--- src/rtl/udiv_pkg.sv ---
package udiv_pkg;
    typedef enum logic [1:0] {
        SZ_BYTE  = 2'd0,
        SZ_WORD  = 2'd1,
        SZ_DWORD = 2'd2,
        SZ_WIDE  = 2'd3
    } size_e;

    localparam int unsigned BYTE_W  = 8;
    localparam int unsigned WORD_W  = 16;
    localparam int unsigned DWORD_W = 32;

    function automatic int unsigned size_width(size_e s);
        case (s)
            SZ_BYTE: return BYTE_W;
            SZ_WORD: return WORD_W;
            default: return DWORD_W;
        endcase
    endfunction
endpackage

--- src/rtl/udiv_operand.sv ---
// Selects the in-size slice of each operand and zero-extends it.
module udiv_operand
    import udiv_pkg::*;
#(
    parameter int unsigned MAX_W = 32
) (
    input  size_e             sz,
    input  logic [MAX_W-1:0]  hi_in,
    input  logic [MAX_W-1:0]  lo_in,
    input  logic [MAX_W-1:0]  dv_in,
    output logic [MAX_W-1:0]  hi_out,
    output logic [MAX_W-1:0]  lo_out,
    output logic [MAX_W-1:0]  dv_out
);
    logic [MAX_W-1:0] mask;

    always_comb begin
        mask   = {MAX_W{1'b1}} >> (MAX_W - size_width(sz));
        hi_out = hi_in & mask;
        lo_out = lo_in & mask;
        dv_out = dv_in & mask;
    end
endmodule

--- src/rtl/udiv_ovf.sv ---
// Quotient-overflow test; a zero divisor always trips it.
module udiv_ovf #(
    parameter int unsigned MAX_W = 32
) (
    input  logic [MAX_W-1:0] hi,
    input  logic [MAX_W-1:0] dv,
    output logic             ovf
);
    assign ovf = (hi >= dv);
endmodule

--- src/rtl/udiv_step.sv ---
// One restoring shift-subtract step: needs rem_in < dv.
module udiv_step #(
    parameter int unsigned MAX_W = 32
) (
    input  logic [MAX_W-1:0] rem_in,
    input  logic             bit_in,
    input  logic [MAX_W-1:0] dv,
    output logic [MAX_W-1:0] rem_out,
    output logic             q_bit
);
    logic [MAX_W:0] trial;
    logic [MAX_W:0] diff;

    always_comb begin
        trial   = {rem_in, bit_in};
        diff    = trial - {1'b0, dv};
        q_bit   = (trial >= {1'b0, dv});
        rem_out = q_bit ? diff[MAX_W-1:0] : trial[MAX_W-1:0];
    end
endmodule

--- src/rtl/udiv_multi.sv ---
module udiv_multi
    import udiv_pkg::*;
#(
    parameter int unsigned MAX_W     = 32,
    parameter int unsigned SETUP_CYC = 6
) (
    input  logic              clk,
    input  logic              rst_n,
    input  logic              start,
    input  logic [1:0]        size_sel,
    input  logic [MAX_W-1:0]  dvd_hi,
    input  logic [MAX_W-1:0]  dvd_lo,
    input  logic [MAX_W-1:0]  divisor,
    output logic              busy,
    output logic              done,
    output logic              err,
    output logic [MAX_W-1:0]  quotient,
    output logic [MAX_W-1:0]  remainder
);
    localparam int unsigned CNT_W = $clog2(MAX_W + SETUP_CYC);

    typedef struct packed {
        logic             busy;
        logic             done;
        logic             err;
        logic [CNT_W-1:0] cnt;
        size_e            sz;
        logic [MAX_W-1:0] rem;
        logic [MAX_W-1:0] sh;
        logic [MAX_W-1:0] dv;
        logic [MAX_W-1:0] quo;
        logic [MAX_W-1:0] rmd;
    } state_t;

    state_t s_d, s_q;

    size_e            in_sz;
    logic [MAX_W-1:0] hi_m, lo_m, dv_m;
    logic             ovf;
    logic             sh_msb;
    logic [MAX_W-1:0] rem_nx;
    logic             q_bit;
    logic [MAX_W-1:0] mask_q;
    logic [CNT_W-1:0] width_q;

    assign in_sz = size_e'(size_sel);

    udiv_operand #(.MAX_W(MAX_W)) u_operand (
        .sz     (in_sz),
        .hi_in  (dvd_hi),
        .lo_in  (dvd_lo),
        .dv_in  (divisor),
        .hi_out (hi_m),
        .lo_out (lo_m),
        .dv_out (dv_m)
    );

    udiv_ovf #(.MAX_W(MAX_W)) u_ovf (
        .hi  (hi_m),
        .dv  (dv_m),
        .ovf (ovf)
    );

    udiv_step #(.MAX_W(MAX_W)) u_step (
        .rem_in  (s_q.rem),
        .bit_in  (sh_msb),
        .dv      (s_q.dv),
        .rem_out (rem_nx),
        .q_bit   (q_bit)
    );

    // top in-size bit of the dividend/quotient shift register
    always_comb begin
        case (s_q.sz)
            SZ_BYTE: sh_msb = s_q.sh[BYTE_W-1];
            SZ_WORD: sh_msb = s_q.sh[WORD_W-1];
            default: sh_msb = s_q.sh[DWORD_W-1];
        endcase
        width_q = CNT_W'(size_width(s_q.sz));
        mask_q  = {MAX_W{1'b1}} >> (MAX_W - size_width(s_q.sz));
    end

    always_comb begin
        s_d      = s_q;
        s_d.done = 1'b0;
        s_d.err  = 1'b0;
        if (!s_q.busy) begin
            if (start) begin
                if (ovf) begin
                    s_d.done = 1'b1;
                    s_d.err  = 1'b1;
                end else begin
                    s_d.busy = 1'b1;
                    s_d.cnt  = CNT_W'(size_width(in_sz) + SETUP_CYC - 2);
                    s_d.sz   = in_sz;
                    s_d.rem  = hi_m;
                    s_d.sh   = lo_m;
                    s_d.dv   = dv_m;
                end
            end
        end else if (s_q.cnt == '0) begin
            s_d.busy = 1'b0;
            s_d.done = 1'b1;
            s_d.quo  = s_q.sh & mask_q;
            s_d.rmd  = s_q.rem;
        end else begin
            s_d.cnt = s_q.cnt - 1'b1;
            if (s_q.cnt <= width_q) begin
                s_d.rem = rem_nx;
                s_d.sh  = {s_q.sh[MAX_W-2:0], q_bit};
            end
        end
    end

    always_ff @(posedge clk) begin
        if (!rst_n) begin
            s_q <= '0;
        end else begin
            s_q <= s_d;
        end
    end

    assign busy      = s_q.busy;
    assign done      = s_q.done;
    assign err       = s_q.err;
    assign quotient  = s_q.quo;
    assign remainder = s_q.rmd;
endmodule

--- config.mk ---
export PLATFORM = sky130hd
export DESIGN_NAME = udiv_multi
export DESIGN_NICKNAME = d
export VERILOG_FILES = /design/src/rtl/udiv_pkg.sv /design/src/rtl/udiv_operand.sv /design/src/rtl/udiv_ovf.sv /design/src/rtl/udiv_step.sv /design/src/rtl/udiv_multi.sv
export SDC_FILE = /design/constraint.sdc
export NUM_CORES = 1
export LEC_CHECK = 0
export BUFFER_PORTS_ARGS = -buffer_cell sky130_fd_sc_hd__buf_4
export CAP_MARGIN = 10
export CORE_MARGIN = 2
export CORE_UTILIZATION = 52
export DETAILED_ROUTE_END_ITERATION = 6
export HOLD_SLACK_MARGIN = 0.06
export PLACE_DENSITY = 0.81
export SKIP_LAST_GASP = 1
export SYNTH_ARGS = -nofsm -noshare
export SYNTH_HDL_FRONTEND = slang
export SYNTH_SLANG_ARGS = --single-unit
--- constraint.sdc ---
create_clock -name clk -period 3.8 [get_ports clk]
set_input_delay 0.76 -clock clk [delete_from_list [all_inputs] [get_ports clk]]
set_output_delay 0.76 -clock clk [all_outputs]
set_load 0.01 [all_outputs]
==> flow_summary.toml <==
[die]
top_level_ports = 168
die_area_um2 = 21000
dieHeight_um = 145
fp.dieW_um = 145
start_util = 0.529
core_area_um2 = 19500
floorplan.rows = 51

[detailed_routing]
routed_via_density = 5.90
routed-wl-met2_um = 12900
drc_errors = 0
final_routed_wire_length_divided_by_cell_count_um = 17.0
firstDrtPassIters = 6
top_signal_layer_used = "met4"
routed_wirelength_um = 29100
detailroute.via_count = 10100
drtIter0Drc = 1109
met1_length_um = 13300
antenna_violation_net_count_after_detailed_routing = 0
met3_length_um = 2490

[cells_and_area]
layout.cells.most_common_list = "211 x nand2_1, 196 x buf_4, 170 x dfxtp_1"
stdcell_count = 1712
layout_commonest_cell = "nand2_1"
drive_gt1_frac = 0.176
fin_nets = 1606
n_antenna_cell = 0
multi_input_comb_area_um2 = 5860
fillerInstances = 1768
finalInstanceArea_um2 = 12000
layout.area.seq_um2 = 3420
fin_util = 0.614
syn_to_final_growth_pct = 16.0

[placement]
placement.cell_area_um2 = 11400
dp_slack_ns = -0.151
post-place-cells = 1680
dp_hpwl_um = 21200
finalWeightedCongestion = 0.963
count_of_buffers_inserted_at_the_top_level_ports = 167

[global_routing]
grt_first_pass_wirelength_um = 45600
initial_antenna_violation_count = 0
grt_start_max_net_pins = 80
grt_remaining_overflow = 0
via_count_of_the_first_global_routing_pass = 9113
grt_use_total = 0.275

[synth]
synth_area_um2 = 10300
synthesis.yosys.warnings = 0
ys_seq_elements = 171
synth_edf_count = 0
post_synth.cell_area_avg_um2 = 7.53
synth_async_sr_flop_share = 0
mappedNetlistNets = 1540
syn_inst = 1368
synth_cell_type_count = 60
ys.flop_type = "dfxtp_1"
post_synthesis_sequential_area_ratio = 0.332

[worst_hold_path]
hold_path_class = "flip-flop to flip-flop"

[cts]
cts_setup_buffers = 0
post_cts_hold_buffer_count = 0
cts.reportedPaths.clkPinSlew_ns = 0.07
clock_sink_count = 171
cts-buffers-inserted = 17
postCtsResizedCells = 0
cts_max_path_buffers = 2
clk_root_buffer_cell = "clkbuf_16"
cts.htree.levels = 4
clock_latency_late_sink_ns = 0.43
cts_tree = "done"

[timing]
final_max_slew_viol_count = 0
max_freq_mhz = 277
timing.setup.tns_ns = 0
timing_worst_slew_pin_value_ns = 1.13
fin_crit_sh = 0.951
report.final.setup_viol = 0
timing.max_slew.rel_slack = 0.246
finalWorstPathRequiredPeriod_ns = 3.61
grt_setup_unrepaired = "false"
skew_ns = 0.00921
setup_slack_after_layout_ns = 0.186
finalHoldViolations = 0

[setup_path]
critical_path_peak_fanout = 26
timing.critical_path.arrival_ns = 3.93
timing.critical_path.from_type = "flip-flop"
timing_worst_setup_path_type = "flip-flop to flip-flop"
critical_path_capture_point_type = "flip-flop"
setup_slack_reg_to_reg_ns = 0.19
worstPathRequired_ns = 4.12

[pwr]
power_density_nw_per_um2 = 553
maximum_ir_drop_on_the_vdd_rail_mv = 0.346
power.leakage_nw = 4.95

[run_status]
run_status = "finished clean"

[flow_run]
count_of_max_cap_constraint_violations = 0
-- kinds of logic (layout without fill, tap and decap cells) --
kind of cell	after synthesis	count (layout)	share of synthesized area
simple gates	470	470	0.210
compound gates	414	414	0.239
buf+inv	208	287	0.103
flops	171	171	0.332
fa+ha+maj	71	71	0.0869
xor+xnor	29	29	0.0246
mux	5	5	0.00486
-- state kept, by name, summed over array words and instances, names as in the netlist --
name / cells
busy: 1
done: 1
err: 1
quotient: 32
remainder: 32
s_q: 104
-- worst paths after layout --
path / startpoint / endpoint / cells past startpoint
setup / recovery: s_q[161] / s_q[149] / 14
hold / removal: remainder[19] / remainder[19] / 2
setup reg to reg: s_q[161] / s_q[149] / 14
hold reg to reg: remainder[19] / remainder[19] / 2
-- power breakdown --
group	switching, mW	internal, mW	leakage [nW]
combinational	1.62	1.13	3.27
sequential	0.195	1.97	1.39
clock	0.776	0.922	0.277
-- metrics by stage --
stage                     hold WS (ns)  total power, mW
final                            0.454             6.61
after global routing             0.471             6.96
after CTS                        0.455             6.54
after detailed placement         0.447             4.83
after global placement           0.442             4.79
after floorplan                  0.432             4.14
-- cells in the mapped netlist, types with 3 or more instances --
master | instances | area [um2]
a311oi_1 | 4 | 35.0
xnor2_1 | 21 | 184
and2_1 | 29 | 181
o311ai_0 | 4 | 35.0
and3_1 | 3 | 18.8
a221oi_1 | 27 | 236
dfxtp_1 | 171 | 3420
nand3b_1 | 11 | 82.6
o31ai_1 | 4 | 30.0
buf_1 | 11 | 41.3
buf_2 | 4 | 20.0
or3_1 | 7 | 43.8
clkbuf_1 | 72 | 270
nand2b_1 | 4 | 25.0
a21oi_1 | 168 | 841
o21ai_0 | 98 | 490
a31oi_1 | 34 | 213
a21boi_0 | 4 | 30.0
buf_4 | 64 | 480
nor2b_1 | 9 | 56.3
nor2_1 | 65 | 244
a211oi_1 | 7 | 52.6
xor2_1 | 8 | 70.1
o211a_1 | 3 | 30.0
a21o_1 | 22 | 165
inv_1 | 53 | 199
nor3_1 | 14 | 70.1
or2_2 | 4 | 25.0
nand4_1 | 13 | 81.3
o21a_1 | 14 | 105
nand3_1 | 87 | 435
nor4_1 | 3 | 18.8
ha_1 | 70 | 876
o21bai_1 | 7 | 52.6
o211ai_1 | 5 | 37.5
nand2_1 | 211 | 792
mux2i_1 | 5 | 50.1
-- worst max-delay path, stage by stage, from the launching register on --
cell	delay [ns]
dfxtp_1	0.33
or2_2	0.31
ha_1	0.23
a21oi_2	0.22
ha_1	0.20
nor2b_1	0.06
o2111ai_1	0.23
nand2_1	0.13
a311oi_2	0.37
a21o_1	0.27
a21oi_2	0.12
or3_1	0.39
buf_12	0.19
mux2i_1	0.13
o311ai_0	0.30
-- routing by layer --
metal | GRT usage | up-vias
met1 | 0.389 | 4725
met2 | 0.425 | 460
met4 | 0.0833 | 0
met5 | 0 | -
li1 | - | 4880
met3 | 0.0546 | 38
-- area by class of cell --
type,instances,share of cell area
inverter,54,0.0171
sequential,171,0.286
clock inverter,13,0.0110
clock buffer,19,0.0362
multi-input combinational,989,0.490
timing repair buffer,201,0.131
tap,265,0.0277
No activity file was read; power rests on OpenSTA's default activity.
